--- src/rtl/dma_chan_pkg.sv ---
package dma_chan_pkg;
  typedef enum logic [1:0] {
    ST_IDLE = 2'd0,
    ST_RUN  = 2'd1,
    ST_HOLD = 2'd2,
    ST_DONE = 2'd3
  } chanState_t;

  // strobes from control to datapath, one cycle wide
  typedef struct packed {
    logic take;    // byte stored (accepted and not discarded)
    logic start;   // channel opened from idle
    logic abort;   // channel torn down
    logic raise;   // device end reached by this byte
  } chanStb_t;
endpackage

--- src/rtl/dma_chan_ctrl.sv ---
module dma_chan_ctrl
  import dma_chan_pkg::*;
(
  input  logic     clk,
  input  logic     rstN,
  input  logic     cmdRead,
  input  logic     cmdPause,
  input  logic     cmdAbort,
  input  logic     cmdBucket,
  input  logic     cmdEocEn,
  input  logic     byteValid,
  input  logic     byteEoi,
  input  logic     lastCount,
  output logic     byteReady,
  output logic     xferDone,
  output chanStb_t stb
);
  chanState_t state, stateNext;
  logic accept, endByte;

  assign byteReady = (state == ST_RUN) && !cmdAbort;
  assign accept    = byteValid && byteReady;
  assign endByte   = stb.take && (byteEoi || (cmdEocEn && lastCount));
  assign xferDone  = (state == ST_DONE);

  always_comb begin
    stb.take  = accept && !cmdBucket;
    stb.start = (state == ST_IDLE) && cmdRead && !cmdAbort;
    stb.abort = cmdAbort;
    stb.raise = 1'b0;
    stb.raise = endByte;
  end

  always_comb begin
    stateNext = state;
    if (cmdAbort) begin
      stateNext = ST_IDLE;
    end else begin
      unique case (state)
        ST_IDLE: if (cmdRead) stateNext = cmdPause ? ST_HOLD : ST_RUN;
        ST_RUN: begin
          if (endByte)       stateNext = ST_DONE;
          else if (!cmdRead) stateNext = ST_IDLE;
          else if (cmdPause) stateNext = ST_HOLD;
        end
        ST_HOLD: begin
          if (!cmdRead)      stateNext = ST_IDLE;
          else if (!cmdPause) stateNext = ST_RUN;
        end
        ST_DONE: if (!cmdRead) stateNext = ST_IDLE;
        default: stateNext = ST_IDLE;
      endcase
    end
  end

  always_ff @(posedge clk or negedge rstN) begin
    if (!rstN) state <= ST_IDLE;
    else       state <= stateNext;
  end
endmodule

--- src/rtl/dma_chan_path.sv ---
module dma_chan_path
  import dma_chan_pkg::*;
#(
  parameter int DATA_W = 8,
  parameter int CNT_W  = 16
) (
  input  logic              clk,
  input  logic              rstN,
  input  chanStb_t          stb,
  input  logic              cntLoad,
  input  logic [CNT_W-1:0]  cntValue,
  input  logic [DATA_W-1:0] byteData,
  input  logic              byteEoi,
  output logic              lastCount,
  output logic              memWrite,
  output logic [DATA_W-1:0] memData,
  output logic              oddFlag,
  output logic              lastEoi,
  output logic              dmaIrq
);
  localparam logic [CNT_W-1:0] CNT_ONE  = CNT_W'(1);
  localparam logic [CNT_W-1:0] CNT_ZERO = '0;

  logic [CNT_W-1:0] count;

  assign lastCount = (count == CNT_ONE);

  always_ff @(posedge clk or negedge rstN) begin
    if (!rstN) begin
      count    <= CNT_ZERO;
      memWrite <= 1'b0;
      memData  <= '0;
      oddFlag  <= 1'b0;
      lastEoi  <= 1'b0;
      dmaIrq   <= 1'b0;
    end else begin
      memWrite <= stb.take;
      if (stb.take) begin
        memData <= byteData;
        lastEoi <= byteEoi;
      end
      if (cntLoad)                           count <= cntValue;
      else if (stb.take && count != CNT_ZERO) count <= count - CNT_ONE;
      if (stb.abort || stb.start) oddFlag <= 1'b0;
      else if (stb.take)          oddFlag <= ~oddFlag;
      if (stb.abort)      dmaIrq <= 1'b0;
      else if (stb.raise) dmaIrq <= 1'b1;
    end
  end
endmodule

--- src/rtl/dma_chan_ctl.sv ---
module dma_chan_ctl
  import dma_chan_pkg::*;
#(
  parameter int DATA_W = 8,
  parameter int CNT_W  = 16
) (
  input  logic              clk,
  input  logic              rstN,
  input  logic              cmdRead,
  input  logic              cmdPause,
  input  logic              cmdAbort,
  input  logic              cmdBucket,
  input  logic              cmdEocEn,
  input  logic              cntLoad,
  input  logic [CNT_W-1:0]  cntValue,
  input  logic              byteValid,
  input  logic [DATA_W-1:0] byteData,
  input  logic              byteEoi,
  output logic              byteReady,
  output logic              memWrite,
  output logic [DATA_W-1:0] memData,
  output logic              oddFlag,
  output logic              lastEoi,
  output logic              dmaIrq,
  output logic              xferDone
);
  chanStb_t stb;
  logic     lastCount;

  dma_chan_ctrl ctrl_i (
    .clk(clk), .rstN(rstN),
    .cmdRead(cmdRead), .cmdPause(cmdPause), .cmdAbort(cmdAbort),
    .cmdBucket(cmdBucket), .cmdEocEn(cmdEocEn),
    .byteValid(byteValid), .byteEoi(byteEoi), .lastCount(lastCount),
    .byteReady(byteReady), .xferDone(xferDone), .stb(stb)
  );

  dma_chan_path #(.DATA_W(DATA_W), .CNT_W(CNT_W)) path_i (
    .clk(clk), .rstN(rstN), .stb(stb),
    .cntLoad(cntLoad), .cntValue(cntValue),
    .byteData(byteData), .byteEoi(byteEoi),
    .lastCount(lastCount),
    .memWrite(memWrite), .memData(memData),
    .oddFlag(oddFlag), .lastEoi(lastEoi), .dmaIrq(dmaIrq)
  );
endmodule

--- config.mk ---
export PLATFORM = sky130hd
export DESIGN_NAME = dma_chan_ctl
export DESIGN_NICKNAME = d
export VERILOG_FILES = /design/src/rtl/dma_chan_pkg.sv /design/src/rtl/dma_chan_ctrl.sv /design/src/rtl/dma_chan_path.sv /design/src/rtl/dma_chan_ctl.sv
export SDC_FILE = /design/constraint.sdc
export NUM_CORES = 1
export LEC_CHECK = 0
export BUFFER_PORTS_ARGS = -buffer_cell sky130_fd_sc_hd__buf_2
export CAP_MARGIN = 10
export CORE_ASPECT_RATIO = 0.8
export CORE_MARGIN = 5
export CORE_UTILIZATION = 48
export CTS_BUF_LIST = sky130_fd_sc_hd__clkbuf_8
export DETAILED_ROUTE_END_ITERATION = 10
export PLACE_DENSITY = 0.79
export SYNTH_ARGS = -nofsm -noshare
export SYNTH_HDL_FRONTEND = slang
export SYNTH_HIERARCHICAL = 1
export SYNTH_SLANG_ARGS = --single-unit
--- constraint.sdc ---
create_clock -name clk -period 2.3 [get_ports clk]
set_input_delay 0.46 -clock clk [delete_from_list [all_inputs] [get_ports clk]]
set_output_delay 0.46 -clock clk [all_outputs]
set_load 0.02 [all_outputs]
Yosys cells after proc, flatten, opt, wreduce, memory -nomap -nowiden:

Cells that the tools add are included.

* register bits after elaboration: 30
* bits of input ports: 34
* output and inout port bits: 14
* logic and storage cells: 51

* add/subtract/negate cells: 1
* eq/ne operators: 8
* mux-type cells: 16
* bitwise operators: 1
* reduce and logical (&&, ||, !) cells: 18

Operator list (count)
* $mux 16: 2
* $mux 2: 9
* $eq 16x1->1 const B: 1
* $reduce_bool 16->1: 1
* $sub 16x1->16 const B: 1
* $logic_and 1x1->1: 8
* $pmux 2 s4: 1
* $ne 3x3->1 const B: 2
* $reduce_bool 2->1: 3
* $ne 5x4->1 const B: 1
* $eq 2x2->1 const B: 2
* $mux 1: 4
* $ne 4x4->1 const B: 1
* $reduce_and 4->1: 1
* $eq 2x1->1 const B: 1
* $logic_not 1->1: 2
* $logic_not 2->1: 1
* $logic_or 1x1->1: 2
* $not 1->1: 1

Depth between registers and ports, before layout:

* depth after elaboration: 8
* depth in mapped cells: 10
* depth with buffers taken out: 9

Cells and area by module:

Netlist, hierarchy kept.

By module, submodules not included
* dma_chan_path: instances 1, cells each 148, area each 1475.2 um2, seq. area each 700.7 um2
* dma_chan_ctrl: instances 1, cells each 16, area each 153.9 um2, seq. area each 50.0 um2

Least setup slack after synthesis:

Ideal clock, no wire load.

* path kind: input to register
* start: input cmdAbort
* end: register path_i.count[15]
* setup time: 0.082 ns
* arrival time: 2.345 ns
* data required time: 2.218 ns
* setup slack: -0.127 ns
* cell stages on the path: 7
* buffers on the path: 1
* cell sequence: nor3b_4 > and3b_2 > inv_1 > or4_1 > clkbuf_2 > or4_1 > a31oi_1

RTL lines
* from (decl): line dma_chan_ctl.sv:11 `input logic cmdAbort,`
* to (signal assigned): line dma_chan_path.sv:42 `if (cntLoad) count <= cntValue;`
* to (signal assigned): line dma_chan_path.sv:43 `else if (stb.take && count != CNT_ZERO) count <= count - CNT_ONE;`
* to (decl): line dma_chan_path.sv:24 `logic [CNT_W-1:0] count;`

==> run metrics <==
Post-Syn Area per Cell 9.93 µm²; DIE HEIGHT 62.1 µm; Die W 75.1 µm; DR vias 1563; worst slew pin tran 0.678 ns; WL/cell 15.7 µm; register area share after synthesis 0.461; post-detailed-route count of antenna-violating nets 0; Mapped Area 1630 µm²; vias per inst 5.68; Placed Cells 260; fin worst setup slack 0.0313 ns; area occupied by multi-input gates 816 µm²; post-synthesis cell count 164; GRT Overall Usage 0.191; min cycle time layout 2.27 ns; Clock Pin Slew Worst Setup and Hold Paths 0.07 ns; register bit count reported by yosys 30; crit path from ctrl_i/state[1]$_DFFE_PN0P_; Req. time, crit path 2.51 ns; worst vdd ir 524 µV; Core Region 3180 µm²; total wire length 4.31 mm; RSZ-0062 raised after global routing true; I/O pin cnt 48; Worst Reg2Reg Path Length in Cells 6; commonest cells in the netlist dfrtp_1 (30), o21ai_0 (13), nor2_1 (12); Longest Clk Path Bufs 2; CP max FO 6; startpoint types flip-flop; power density cells 662 nW/µm²; row cnt 18; H-Tree Depth 2; status finished, final reports clean; layout cells sized above 1 0.430; Synth top area share 0.461; ranking of synthesized cells by area dfrtp_1 (46%), mux2_2 (6.2%), o21ai_0 (4.0%), or4_1 (3.2%), nor2_1 (2.8%); vias in the first global route 1419; IO Port Bufs 47; Sink Count 30; Max Cap Violations 0; Max-slew headroom 0.548; Register-to-Register Setup Slack 0.03 ns; CP endpoint kind flip-flop; Layout area overhead 33.0%; Min Hold Slack 0.201 ns; Pins Over Slew Limit 0; DP HPWL 3.04 mm; worst setup path end path_i/count[15]$_DFFE_PN0P_; worst skew pair latency 0.29 ns; Initial Utilization 0.513; CTS tree done; Post-CTS Hold Buffers 0; fmax 0.441 GHz; Reg2Reg Launch Point ctrl_i/state[1]$_DFFE_PN0P_; Finish-stage setup viols 0; Residual DRC 0; post-synth top area cell dfrtp_1; most common flop cell mapped by yosys dfrtp_1; Place WS -0.110 ns; root buffer cell clkbuf_8; Crit Reg-Reg Endpoint path_i/count[15]$_DFFE_PN0P_; final net count 270; initial antenna violation count 0; Pleak 1.01 nW; die footprint 4670 µm²; most frequent cell after synthesis dfrtp_1; share of synthesized flip-flops with an asynchronous set or reset 1.00; Fill cells 264; Sequential Area 751 µm²; initial drt markers 115; gp weighted congestion 0.878; non-filler cells in the finished layout 275; first-pass GRT wire length 6.90 mm; largest net degree at the start of global routing 31; DRT Pass-1 Iters 5; Core Util, Final 0.682; Cell variety after synth 44; number of CTS-inserted buffers 5; Post-synth EDFFs 0; grt ovf 0; data arrival time of the critical path 2.47 ns; Power, Total 0.00143 W; final hold viol count 0; clk_skew 0.00614 ns; Tcrit/Tclk final 0.986; syn_nets 200; Crit Path Category reg -> reg; HP Class in -> async; synth warn 6; ant diodes 0
registers in the layout, indices dropped and copies added, names as in the netlist:
name             cells
ctrl_i/state         2
path_i/count        16
path_i/dmaIrq        1
path_i/lastEoi       1
path_i/memData       8
path_i/memWrite      1
path_i/oddFlag       1
final cells by class:
class                      instances  area share
clock inverter                     3      0.0185
multi-input combinational        119       0.376
sequential                        30       0.346
tap                               40      0.0231
timing repair buffer              71       0.192
clock buffer                       5      0.0318
inverter                           7      0.0121
what timing repair did:
action,4_1_cts,5_1_grt
endpoints found under the setup margin,2,3
buffers inserted,0,7
gates cloned,0,0
pin swaps,0,6
gates resized for setup,1,1
worst min-delay path by stage:
stage	end	depth (start not counted)	startpoint
6_report	path_i/count[12]$_DFFE_PN0P_	1	rstN
5_1_grt	path_i/count[12]$_DFFE_PN0P_	1	rstN
4_1_cts	path_i/count[10]$_DFFE_PN0P_	1	rstN
3_5_place_dp	path_i/dmaIrq$_DFFE_PN0P_	2	path_i/dmaIrq$_DFFE_PN0P_
3_3_place_gp	path_i/dmaIrq$_DFFE_PN0P_	2	path_i/dmaIrq$_DFFE_PN0P_
2_1_floorplan	ctrl_i/state[0]$_DFFE_PN0P_	0	rstN
metrics by stage:
step                      area, µm²  TNS, ns
after detailed placement       2000   -0.292
final                          2170        0
after global placement         2000  -0.0760
after CTS                      2110        0
after floorplan                1630  -0.0585
after global routing           2170   -0.120
cell families after synthesis:
logic type	count (synthesis)	share of synthesized area
buf+inv	15	0.0430
xor+xnor	5	0.0269
compound gates	33	0.127
simple gates	69	0.258
fa+ha+maj	2	0.0154
mux	10	0.0684
flops	30	0.461
per-layer routing:
metal,GRT usage,share of wire,vias up
li1,-,-,759
met4,0.0830,0.026,0
met3,0.0402,0.081,15
met1,0.271,0.42,719
met2,0.276,0.47,70
met5,0,0,-
layout by cell type (no fill, tap or decap), types with 2 or more instances in the layout:
cell type / count
mux2_2: 9
or3_1: 4
a31oi_1: 7
o31ai_1: 3
nand3_1: 3
nand2_1: 11
or4_1: 6
dfrtp_1: 30
nor3_1: 4
nor2_1: 12
buf_4: 24
o211ai_1: 2
a21oi_1: 2
clkbuf_8: 5
nor4b_1: 2
ha_1: 2
xnor2_1: 5
nor4_1: 6
or2_2: 3
clkinv_2: 2
or4_4: 2
buf_2: 47
o21ai_0: 13
inv_1: 6
nand4_1: 4
power breakdown:
| group | internal [W] | switching [W] | total (W) | leakage (nW) |
|---|---|---|---|---|
| Clock | 0.000318 | 0.000200 | 0.000519 | 0.0579 |
| Sequential | 0.000587 | 0.0000469 | 0.000634 | 0.372 |
| Combinational | 0.000128 | 0.000154 | 0.000282 | 0.576 |
| Total | 0.00103 | 0.000401 | 0.00143 | 1.01 |
worst max-delay path, cell delays in order (launching register included):
cell and delay [ns]:
dfrtp_1 0.42, nor3b_4 0.24, and3b_2 0.29, inv_2 0.05, or4_4 0.55, or4_1 0.48, a31oi_1 0.16
Power figures use the tool's default switching activity.
